$ cat src/rtl/bsk_pkg.sv
package bsk_pkg;

    // Control-flow class codes carried on req_op
    localparam logic [3:0] OP_NONE  = 4'd0;
    localparam logic [3:0] OP_BRSET = 4'd1;
    localparam logic [3:0] OP_BRCLR = 4'd2;
    localparam logic [3:0] OP_BRGE  = 4'd3;
    localparam logic [3:0] OP_BRLT  = 4'd4;
    localparam logic [3:0] OP_BRSH  = 4'd5;
    localparam logic [3:0] OP_BRLO  = 4'd6;
    localparam logic [3:0] OP_RJMP  = 4'd7;
    localparam logic [3:0] OP_RCALL = 4'd8;
    localparam logic [3:0] OP_SKEQ  = 4'd9;
    localparam logic [3:0] OP_SKRBC = 4'd10;
    localparam logic [3:0] OP_SKRBS = 4'd11;
    localparam logic [3:0] OP_SKIOC = 4'd12;
    localparam logic [3:0] OP_SKIOS = 4'd13;

    // Status byte bit positions used by the aliases
    localparam int SF_C = 0;
    localparam int SF_N = 2;
    localparam int SF_V = 3;

    typedef enum logic [2:0] {
        FL_SEQ,
        FL_BRANCH,
        FL_JUMP,
        FL_CALL,
        FL_SKIP
    } flow_e;

    typedef struct packed {
        logic  taken;
        flow_e flow;
    } decision_t;

    function automatic logic signed_less(input logic [7:0] s);
        return s[SF_N] ^ s[SF_V];
    endfunction

endpackage

$ cat src/rtl/bsk_cond_eval.sv
module bsk_cond_eval
    import bsk_pkg::*;
#(
    parameter int IO_ADDR_W = 6,
    parameter int IO_LIMIT  = 32
) (
    input  logic [3:0]           op,
    input  logic [7:0]           sreg,
    input  logic [2:0]           flag_sel,
    input  logic                 reg_bit,
    input  logic                 io_bit,
    input  logic [IO_ADDR_W-1:0] io_addr,
    input  logic                 eq,
    output decision_t            dec
);
    logic io_ok;
    logic flag_bit;

    assign io_ok    = int'(io_addr) < IO_LIMIT;
    assign flag_bit = sreg[flag_sel];

    always_comb begin
        dec = '{taken: 1'b0, flow: FL_SEQ};
        unique case (op)
            OP_BRSET: dec = '{taken: flag_bit,              flow: FL_BRANCH};
            OP_BRCLR: dec = '{taken: ~flag_bit,             flow: FL_BRANCH};
            OP_BRGE:  dec = '{taken: ~signed_less(sreg),    flow: FL_BRANCH};
            OP_BRLT:  dec = '{taken: signed_less(sreg),     flow: FL_BRANCH};
            OP_BRSH:  dec = '{taken: ~sreg[SF_C],           flow: FL_BRANCH};
            OP_BRLO:  dec = '{taken: sreg[SF_C],            flow: FL_BRANCH};
            OP_RJMP:  dec = '{taken: 1'b1,                  flow: FL_JUMP};
            OP_RCALL: dec = '{taken: 1'b1,                  flow: FL_CALL};
            OP_SKEQ:  dec = '{taken: eq,                    flow: FL_SKIP};
            OP_SKRBC: dec = '{taken: ~reg_bit,              flow: FL_SKIP};
            OP_SKRBS: dec = '{taken: reg_bit,               flow: FL_SKIP};
            OP_SKIOC: dec = '{taken: io_ok & ~io_bit,       flow: FL_SKIP};
            OP_SKIOS: dec = '{taken: io_ok & io_bit,        flow: FL_SKIP};
            default:  dec = '{taken: 1'b0,                  flow: FL_SEQ};
        endcase
    end
endmodule

$ cat src/rtl/bsk_target_gen.sv
module bsk_target_gen
    import bsk_pkg::*;
#(
    parameter int PC_W      = 10,
    parameter int BR_OFF_W  = 7,
    parameter int JMP_OFF_W = 12
) (
    input  logic [PC_W-1:0]      pc,
    input  logic [JMP_OFF_W-1:0] offset,
    input  decision_t            dec,
    input  logic                 two_word,
    output logic [PC_W-1:0]      next_pc
);
    localparam int EXT_W = (JMP_OFF_W > PC_W) ? JMP_OFF_W : PC_W;

    logic [EXT_W-1:0] pc_ext;
    logic [EXT_W-1:0] br_rel;
    logic [EXT_W-1:0] jmp_rel;
    logic [EXT_W-1:0] step;
    logic [EXT_W-1:0] sum;

    assign pc_ext  = EXT_W'(pc);
    assign br_rel  = EXT_W'($signed(offset[BR_OFF_W-1:0]));
    assign jmp_rel = EXT_W'($signed(offset));

    always_comb begin
        step = EXT_W'(1);
        if (dec.taken) begin
            unique case (dec.flow)
                FL_BRANCH: step = br_rel + EXT_W'(1);
                FL_JUMP,
                FL_CALL:   step = jmp_rel + EXT_W'(1);
                FL_SKIP:   step = two_word ? EXT_W'(3) : EXT_W'(2);
                default:   step = EXT_W'(1);
            endcase
        end
        sum = pc_ext + step;
    end

    assign next_pc = sum[PC_W-1:0];
endmodule

$ cat src/rtl/bsk_cycle_cnt.sv
module bsk_cycle_cnt
    import bsk_pkg::*;
(
    input  decision_t  dec,
    input  logic       two_word,
    output logic [1:0] cycles
);
    always_comb begin
        cycles = 2'd1;
        unique case (dec.flow)
            FL_BRANCH: cycles = dec.taken ? 2'd2 : 2'd1;
            FL_JUMP:   cycles = 2'd2;
            FL_CALL:   cycles = 2'd3;
            FL_SKIP:   cycles = !dec.taken ? 2'd1 : (two_word ? 2'd3 : 2'd2);
            default:   cycles = 2'd1;
        endcase
    end
endmodule

$ cat src/rtl/bsk_branch_unit.sv
module bsk_branch_unit
    import bsk_pkg::*;
#(
    parameter int PC_W      = 10,
    parameter int BR_OFF_W  = 7,
    parameter int JMP_OFF_W = 12,
    parameter int IO_ADDR_W = 6,
    parameter int IO_LIMIT  = 32
) (
    input  logic                 clk,
    input  logic                 rst,
    input  logic                 req_valid,
    input  logic [3:0]           req_op,
    input  logic [PC_W-1:0]      pc_in,
    input  logic [7:0]           sreg_in,
    input  logic [2:0]           flag_sel,
    input  logic [JMP_OFF_W-1:0] offset_in,
    input  logic                 reg_bit,
    input  logic                 io_bit,
    input  logic [IO_ADDR_W-1:0] io_addr,
    input  logic                 eq_in,
    input  logic                 next_two_word,
    output logic                 out_valid,
    output logic                 out_taken,
    output logic [PC_W-1:0]      out_next_pc,
    output logic [1:0]           out_cycles
);
    decision_t       dec;
    logic [PC_W-1:0] nxt_pc;
    logic [1:0]      nxt_cyc;

    bsk_cond_eval #(
        .IO_ADDR_W (IO_ADDR_W),
        .IO_LIMIT  (IO_LIMIT)
    ) i_cond (
        .op       (req_op),
        .sreg     (sreg_in),
        .flag_sel (flag_sel),
        .reg_bit  (reg_bit),
        .io_bit   (io_bit),
        .io_addr  (io_addr),
        .eq       (eq_in),
        .dec      (dec)
    );

    bsk_target_gen #(
        .PC_W      (PC_W),
        .BR_OFF_W  (BR_OFF_W),
        .JMP_OFF_W (JMP_OFF_W)
    ) i_target (
        .pc       (pc_in),
        .offset   (offset_in),
        .dec      (dec),
        .two_word (next_two_word),
        .next_pc  (nxt_pc)
    );

    bsk_cycle_cnt i_cycles (
        .dec      (dec),
        .two_word (next_two_word),
        .cycles   (nxt_cyc)
    );

    always_ff @(posedge clk) begin
        if (rst) begin
            out_valid   <= 1'b0;
            out_taken   <= 1'b0;
            out_next_pc <= '0;
            out_cycles  <= 2'd0;
        end else begin
            out_valid <= req_valid;
            if (req_valid) begin
                out_taken   <= dec.taken;
                out_next_pc <= nxt_pc;
                out_cycles  <= nxt_cyc;
            end
        end
    end
endmodule

$ cat config.mk
export PLATFORM = sky130hd
export DESIGN_NAME = bsk_branch_unit
export DESIGN_NICKNAME = d
export VERILOG_FILES = /design/src/rtl/bsk_pkg.sv /design/src/rtl/bsk_cond_eval.sv /design/src/rtl/bsk_target_gen.sv /design/src/rtl/bsk_cycle_cnt.sv /design/src/rtl/bsk_branch_unit.sv
export SDC_FILE = /design/constraint.sdc
export NUM_CORES = 1
export LEC_CHECK = 0
export BUFFER_PORTS_ARGS = -buffer_cell sky130_fd_sc_hd__clkbuf_2
export CORE_MARGIN = 1.5
export CORE_UTILIZATION = 40
export CTS_CLUSTER_DIAMETER = 120
export CTS_CLUSTER_SIZE = 30
export DETAILED_ROUTE_END_ITERATION = 8
export PLACE_DENSITY = 0.78
export SLEW_MARGIN = 20
export SYNTH_ARGS = -nofsm -noshare
export SYNTH_HDL_FRONTEND = slang
export SYNTH_SLANG_ARGS = --single-unit
$ cat constraint.sdc
create_clock -name clk -period 5.6 [get_ports clk]
set_input_delay 1.12 -clock clk [delete_from_list [all_inputs] [get_ports clk]]
set_output_delay 1.12 -clock clk [all_outputs]
set_load 0.02 [all_outputs]
Word-level counts from Yosys, hierarchy flattened
Cells that the tools add are included.
{"block": "classes", "add_sub_neg": 3, "n_lt_le_gt_ge": 2, "eq_ne": 17, "mux": 10, "bitwise_logic": 8, "reduce_logical": 1}
{"op": "4-bit one-hot mux with 13 select lines", "count": 1}
{"op": "10-bit one-hot mux with 3 select lines", "count": 1}
{"op": "4-bit equality test, second input constant", "count": 6}
{"op": "4-bit by 3-bit equality test with 1-bit output, second input constant", "count": 4}
{"op": "10-bit by 1-bit adder with 10-bit output, second input constant", "count": 1}
{"op": "10-bit adder", "count": 1}
{"op": "10-bit two-way mux", "count": 1}
{"op": "7-bit by 2-bit adder with 8-bit output, second input constant", "count": 1}
{"op": "4-bit by 2-bit equality test with 1-bit output, second input constant", "count": 2}
{"op": "2-bit one-hot mux with 4 select lines", "count": 1}
{"op": "3-bit by 2-bit equality test with 1-bit output, second input constant", "count": 2}
{"op": "6-bit < comparator, second input constant", "count": 1}
{"op": "1-bit inverter", "count": 5}
{"op": "4-bit by 1-bit equality test with 1-bit output, second input constant", "count": 1}
{"op": "3-bit by 4-bit < comparator with 1-bit output, second input constant", "count": 1}
{"op": "2-bit two-way mux", "count": 2}
{"op": "1-bit binary-select mux with 3-bit select", "count": 1}
{"op": "3-bit by 1-bit equality test with 1-bit output, second input constant", "count": 1}
{"op": "3-bit equality test, second input constant", "count": 1}
{"op": "1-bit two-way mux", "count": 3}
{"op": "1-bit AND", "count": 2}
{"op": "2-bit OR reduction", "count": 1}
{"op": "1-bit bitwise XOR", "count": 1}
{"block": "word_totals", "regBits": 14, "input_bits": 50, "output_inout_bits": 14, "word_cells": 45}

Logic depth before layout (Yosys ltp)
Gate-level depths: netlist of run 1.
{"block": "logic_depth", "word_depth": 9, "depth_mapped": 17, "ltp_nobuf": 16}

Cells and area by module
A second synthesis of run 1 with hierarchy kept.
{"block": "hier_totals", "hier_cells": 180, "area_unflattened_um2": 1565.3}
{"mod": "bsk_target_gen", "instances": 1, "cells_per_inst": 96, "area_each_um2": 747.0, "seq_area_each_um2": 0.0}
{"mod": "bsk_branch_unit", "instances": 1, "cells_per_inst": 44, "area_each_um2": 501.7, "seq_area_each_um2": 280.3}
{"mod": "bsk_cond_eval", "instances": 1, "cells_per_inst": 34, "area_each_um2": 265.3, "seq_area_each_um2": 0.0}
{"mod": "bsk_cycle_cnt", "instances": 1, "cells_per_inst": 6, "area_each_um2": 51.3, "seq_area_each_um2": 0.0}

Worst setup path before layout of run 1
OpenSTA, ideal clock, no wires.
{"block": "synth_path", "kind": "input -> register", "from": "input flag_sel[1]", "to": "register out_next_pc[8]", "setup_ps": 106, "t_arrival_ps": 4526, "t_required_ps": 5494, "path_slack_ps": 968, "path_stages": 16, "n_path_buf": 0, "path_cell_list": "mux4_1 > mux2i_4 > nand2b_2 > mux2_4 > o31a_4 > or3_1 > ha_1 > inv_1 > fa_1 > nor2b_1 > o21ai_0 > a21boi_0 > o21ai_0 > a21oi_1 > or4_1 > o311ai_0"}
{"block": "synth_via", "elab_chain_len": 6}
{"item": "start, declared", "line": "bsk_branch_unit.sv:16", "text": "input logic [2:0] flag_sel,"}
{"item": "1-bit binary-select mux with 3-bit select (*)", "line": "bsk_cond_eval.sv:20", "text": "assign flag_bit = sreg[flag_sel];"}
{"item": "1-bit two-way mux (implied by the code) (*)", "line": "bsk_cond_eval.sv:20"}
{"item": "1-bit inverter", "line": "bsk_cond_eval.sv:26", "text": "OP_BRCLR: dec = '{taken: ~flag_bit, flow: FL_BRANCH};"}
{"item": "4-bit one-hot mux with 13 select lines (*)", "line": "bsk_cond_eval.sv:24", "text": "unique case (op)"}
{"item": "10-bit two-way mux (*)", "line": "bsk_target_gen.sv:28", "text": "if (dec.taken) begin"}
{"item": "10-bit adder (*)", "line": "bsk_target_gen.sv:37", "text": "sum = pc_ext + step;"}
{"item": "end signal, assigned", "line": "bsk_branch_unit.sv:74", "text": "out_next_pc <= nxt_pc;"}
{"item": "end, declared", "line": "bsk_branch_unit.sv:25", "text": "output logic [PC_W-1:0] out_next_pc,"}
Mark *: on every way between the ends. The rest lies on a longest branch, timed or not. The select of a mux whose other input is x is not followed.
A chain may end at the register's enable or synchronous reset.

Final worst setup path of run 1
Ends and elaborated chain as after synthesis.

==> impl_results.md, run 1 <==
- Arr. time, crit path: between 4000 and 5000 ps
- Fin nets: 318
- Setup Buffers After CTS: 0
- Clock Tree Buf Depth: 2
- Via/cell ratio: between 5 and 6
- Hold Path Class: reg -> reg
- # hold bufs at CTS: 0
- Vias in the first global route: 1384
- Area Growth Syn to Fin: 23.5%
- Worst path slowest cell: mux4_1
- Worst path cell trace: clkbuf_2 > mux4_1 > mux2i_4 > nand2b_2 > mux2_4 > o31a_4 > or3_1 > ha_1 > inv_1 > fa_1 > nor2b_1 > o21ai_0 > a21boi_0 > o21ai_0 > a21oi_1 > or4_1 > o311ai_0
- Status: complete, no violations
- Final WL: between 3000 and 4000 um
- Clock skew: 0 ps
- # DRC: 0
- Largest area contributor in the netlist: dfxtp_1
- IO Count: 64
- Post-synth ARST share: 0%
- Slowest cell delay on critical path: between 500 and 600 ps
- Req. time, crit path: 5740 ps
- Mapped Cells: about 210
- Largest net degree at the start of global routing: 19
- Yosys cell types: 53
- FMAX: between 200 and 250 MHz
- Crit-path max FO: 8
- Final period util: 86.6%
- DIE HEIGHT: around 65 um
- Port Buf Inserts: 56
- Syn Area/Cell: 7.50 um^2
- Most used cell, CP: o21ai_0
- Router iterations before antenna repair: 3
- CTS H-tree lvls: 1
- Rows: 22
- FF+latch count, synth: 14
- Die Wd: between 60 and 70 um
- Post-CTS sizing: 0
- Initial drt markers: about 110
- Antenna viol nets, final: 0
- CTS Root Cell: clkbuf_8
- Synth area leaders: dfxtp_1 18%, ha_1 8.1%, nor2_1 7.6%
- CP startpoint kind: primary input
- Syn. warnings: 0
- Placement Setup Slack: around 520 ps
- Top cell type's share of synthesized area: between 10% and 20%
- Synthesized area: around 1500 um^2
- Final Hold Vio Count: 0
- Worst slew margin: 57.1%
- ANT cells: 0
- Crit path buf inv count: 2
- Maximum VDD drop: between 0.0001 and 0.00015 V
- P_leak: between 0.8 and 0.9 nW
- Number of synthesized flops with an enable pin: 0
- Unrepaired setup endpoints after global routing: no
- CTS sink count: 14
- Global route total overflow: 0
- Worst-path clk slew: around 60 ps
- Post-route minimum period: between 4000 and 5000 ps
- Initial Util: around two fifths
- R2r setup slk: ~4800 ps
- Post-Syn Nets: 266
- Max-cap violations: 0
- Cell Pwr Density: between 150 and 200 nW/um^2
- Setup TNS: 0 ps
- DP HPWL: roughly 2900 um
- Sequential share of the synthesized area: between 10% and 20%
- Proportion of layout cells with a drive suffix above 1: approximately 25%
- Die area: 4230 um^2
- GR Util All Layers: 16.8%
- Drt wl/cell: about 12 um
- Initial antenna violation count: 0
- Clk_lat worst skew: approximately 240 ps
- Delay-heaviest family, CP: compound AO/OA/AOI/OAI gates
- Vias: roughly 1600
- First-pass GRT wire length: 5780 um
- Main flop type after synthesis: dfxtp_1
- Setup ws final: around 750 ps
- Critical path class: in -> reg
- Core area: between 3000 and 4000 um^2
- Max Transition Viols Final: 0
- CTS tree: yes
- # setup viols final: 0
- Routability cong.: 0.827
- Number of buffers created by CTS: 3
- Worst setup EP type: flip-flop
- Worst slew pin tran: 639 ps
registers in the layout (all words and copies together), names as in the netlist:
signal and count:
out_valid 1, out_taken 1, out_next_pc 10, out_cycles 2
Yosys cell counts, types with 6 or more instances:
cell / number
nor2_1: 31
nand2_1: 24
dfxtp_1: 14
o21ai_0: 13
a21oi_1: 10
ha_1: 10
inv_1: 9
clkbuf_1: 8
nand3_1: 7
nor2b_1: 6
xnor2_1: 6
layout by cell type, fill, tap and decap left out, types with 7 or more instances in the layout:
master    instances
a21oi_1          10
o21ai_0          13
dfxtp_1          14
nor2_1           31
clkbuf_2         56
inv_1             9
ha_1             10
nand2_1          24
nand3_1           7
kinds of logic (layout without fill, tap and decap cells):
| group | count (synthesis) | in the layout | synth area share, % |
|---|---|---|---|
| flip-flops | 14 | 14 | 18.2 |
| adder cells (fa/ha/maj) | 11 | 11 | 9.44 |
| XOR/XNOR | 11 | 11 | 6.27 |
| AND/OR/NAND/NOR | 88 | 88 | 28.0 |
| AO/OA/AOI/OAI | 55 | 55 | 25.2 |
| multiplexers | 8 | 8 | 8.46 |
| buffers and inverters | 18 | 69 | 4.39 |
tightest hold or removal path, stage by stage (launching register included):
cell      delay, ps
dfxtp_1         310
nor2_1           80
a311oi_1         50
routing by layer:
metal | vias to the layer above | routed length, um | global-route usage, %
li1 | 855 | - | -
met1 | 732 | 1750 | 22.8
met2 | 36 | 1580 | 27.7
met3 | 2 | 198 | 3.99
met4 | 0 | 15 | 2.39
met5 | - | 0 | 0
cell type report:
cell class / instances / area, um^2
Fill cell: 394 / 1790
Multi-Input combinational cell: 173 / 1190
Sequential cell: 14 / 280
Timing Repair Buffer: 56 / 280
Tap cell: 48 / 60.1
Clock buffer: 4 / 55.1
Inverter: 9 / 33.8
per-stage QoR:
step | total power, mW | instance area [um^2] | util (%) | instances | hold WS (ps)
after floorplan | 0.225 | 1540 | - | 205 | 548
after global placement | 0.270 | 1840 | 50.0 | 300 | 474
final | 0.368 | 1900 | 51.5 | 304 | 488
after CTS | 0.371 | 1900 | 51.5 | 304 | 489
after global routing | 0.395 | 1900 | 51.5 | 304 | 509
after detailed placement | 0.272 | 1840 | 50.0 | 300 | 481
report_power, final:
group	switching [mW]	internal [mW]
combinational	0.0869	0.0686
clock	0.0353	0.0622
sequential	0.00480	0.110
path summary, 6_finish.rpt:
path             startpoint             end  depth (start not counted)
max             flag_sel[1]  out_next_pc[8]                         17
min           out_cycles[0]   out_cycles[0]                          2
max reg2reg  out_next_pc[8]  out_next_pc[8]                          2
min reg2reg   out_cycles[0]   out_cycles[0]                          2
(Power assumes the default switching activity.)
==> run 2: changes to the inputs <==
==> constraint.sdc (replaced) <==
create_clock -name clk -period 4.9 [get_ports clk]
set_input_delay 0.98 -clock clk [delete_from_list [all_inputs] [get_ports clk]]
set_output_delay 0.98 -clock clk [all_outputs]
set_load 0.02 [all_outputs]
==> run 2 against run 1 <==
Die area unchanged. Setup slack got worse by 370 ps. Via count increased by 3.3%. Register-to-register slack got worse by 710 ps. Clock skew unchanged. Final cell count increased by 2.0%. Largest cell class unchanged. Largest power group unchanged. Highest routed layer unchanged.
==> impl_results.md, run 2 (same netlist as run 1, synthesis figures left out) <==
- Vias in the first global route: ~1600
- Switching Share: 34.7%
- Worst R2R Path Depth: 2
- ANT cells: 0
- Hold Crit Start: out_taken
- Cell Pwr Density: roughly 210 nW/um^2
- Unrepaired setup endpoints after global routing: no
- Max FFs per register: 10
- Status: complete, no violations
- Critical path class: in -> reg
- Setup ws final: 378 ps
- Vias: between 1500 and 2000
- Worst-path clk slew: 50 ps
- Initial Util: between 40% and 50%
- Die Wd: 65 um
- Biggest registers after layout: out_next_pc (10), out_cycles (2)
- Reg2reg start: out_next_pc[8]
- CTS H-tree lvls: 1
- Hold depth: 2
- NetSw: ~140 uW
- Worst path cell trace: clkbuf_2 > mux4_1 > mux2i_4 > nand2b_2 > mux2_4 > o31a_4 > or3_1 > ha_1 > inv_1 > fa_1 > nor2b_1 > o21ai_0 > a21boi_0 > o21ai_1 > a21oi_1 > or4_1 > o311ai_0
- Port Buf Inserts: 56
- Top reg by flops: out_next_pc
- Largest net degree at the start of global routing: 19
- Fin nets: ~330
- Slowest cell delay on critical path: 580 ps
- Arr. time, crit path: ~4700 ps
- Max Transition Viols Final: 0
- Worst path slowest cell: mux4_1
- Maximum VDD drop: about 0.00022 V
- Delay-heaviest family, CP: simple AND/OR/NAND/NOR gates
- Drt wl/cell: 11.7 um
- Final WL: roughly 3600 um
- First-pass GRT wire length: roughly 6300 um
- Worst setup EP type: flip-flop
- DP HPWL: between 3000 and 4000 um
- Final Hold Vio Count: 0
- Antenna viol nets, final: 0
- CP startpoint kind: primary input
- Int Pwr: 264 uW
- Crit path buf inv count: 2
- Core area: between 3000 and 4000 um^2
- Initial drt markers: 72
- # hold bufs at CTS: 0
- Setup TNS: 0 ps
- Global route total overflow: 0
- Via/cell ratio: 5.41
- # setup viols final: 0
- Hold Path End: out_taken
- Worst slew pin tran: ~400 ps
- R2r setup slk: 4110 ps
- GR Util All Layers: 18.2%
- CTS tree: yes
- Final period util: 92.3%
- Sequential share of power: around 32%
- Req. time, crit path: between 5000 and 6000 ps
- Worst hold margin: 479 ps
- Routability cong.: 0.835
- # DRC: 0
- Number of buffers created by CTS: 3
- FMAX: ~220 MHz
- Router iterations before antenna repair: 4
- Post-route minimum period: roughly 4500 ps
- Initial antenna violation count: 0
- Clock skew: 0 ps
- Comb pwr share: between 40% and 50%
- Max-cap violations: 0
- IO Count: 64
- Power Total: roughly 400 uW
- P_leak: 0.904 nW
- Finished Layout Cells: 310
- Worst slew margin: between 70% and 80%
- Hold Path Class: reg -> reg
- Post-Place Cells: 307
- Proportion of layout cells with a drive suffix above 1: a little over a quarter
- Placement Setup Slack: approximately 61 ps
- Leading cell types in the layout, fill and taps excluded: 56 x clkbuf_2, 31 x nor2_1, 24 x nand2_1
- CTS Root Cell: clkbuf_8
- Clk pwr share: between 20 and 25%
- Die area: approximately 4200 um^2
- Reg2reg end: out_next_pc[8]
- Rows: 22
- Crit-path max FO: 3
- Area Growth Syn to Fin: 26.0%
- Setup Buffers After CTS: 0
- Clk_lat worst skew: around 240 ps
- Most common cell after layout, fill and taps aside: clkbuf_2
- Clock Tree Buf Depth: 2
- Post-CTS sizing: 0
- DIE HEIGHT: about 65 um
- CTS sink count: 14
==> run 2: layout make-up <==
| type | count | area (um^2) |
|---|---|---|
| clock buffers | 3 | 41.3 |
| fillers | 398 | 1750 |
| repair buffers | 63 | 333 |
| inverters | 9 | 33.8 |
| well taps | 48 | 60.1 |
| flip-flops and latches | 14 | 280 |
| multi-input cells | 173 | 1190 |
==> run 2: layer usage <==
layer / up-vias / share of wire, % / GRT usage, %
li1: 864 / - / -
met1: 770 / 49 / 23.4
met2: 42 / 46 / 32.0
met3: 2 / 4.4 / 3.99
met4: 0 / 0.52 / 2.13
met5: - / 0 / 0
==> run 2: how the worst max path moves through the flow <==
stage	start	endpoint	slack, ps	cells after the start
2_1_floorplan	flag_sel[1]	out_next_pc[8]	410	16
3_3_place_gp	flag_sel[1]	out_next_pc[8]	140	17
3_5_place_dp	flag_sel[1]	out_next_pc[8]	60	17
4_1_cts	flag_sel[1]	out_next_pc[8]	310	17
5_1_grt	req_op[0]	out_next_pc[9]	50	18
6_report	flag_sel[1]	out_next_pc[8]	380	17
==> run 2: metrics by stage <==
step	area [um^2]	utilization [%]
2_1_floorplan	1540	-
3_3_place_gp	1900	51.4
3_5_place_dp	1900	51.4
4_1_cts	1940	52.5
5_1_grt	1940	52.5
6_report	1940	52.5
==> run 2: power by group through the flow <==
| stage | logic (mW) | registers, mW | clock network (mW) |
|---|---|---|---|
| 2_1_floorplan | 0.111 | 0.147 | 0 |
| 3_3_place_gp | 0.182 | 0.133 | 0 |
| 3_5_place_dp | 0.186 | 0.133 | 0 |
| 4_1_cts | 0.187 | 0.131 | 0.0923 |
| 5_1_grt | 0.209 | 0.132 | 0.0983 |
| 6_report | 0.185 | 0.131 | 0.0879 |
==> run 2: tightest hold or removal path, stage by stage (launching register included) <==
cell and delay [ps]:
dfxtp_1 300, nor2_1 80, a211oi_1 50
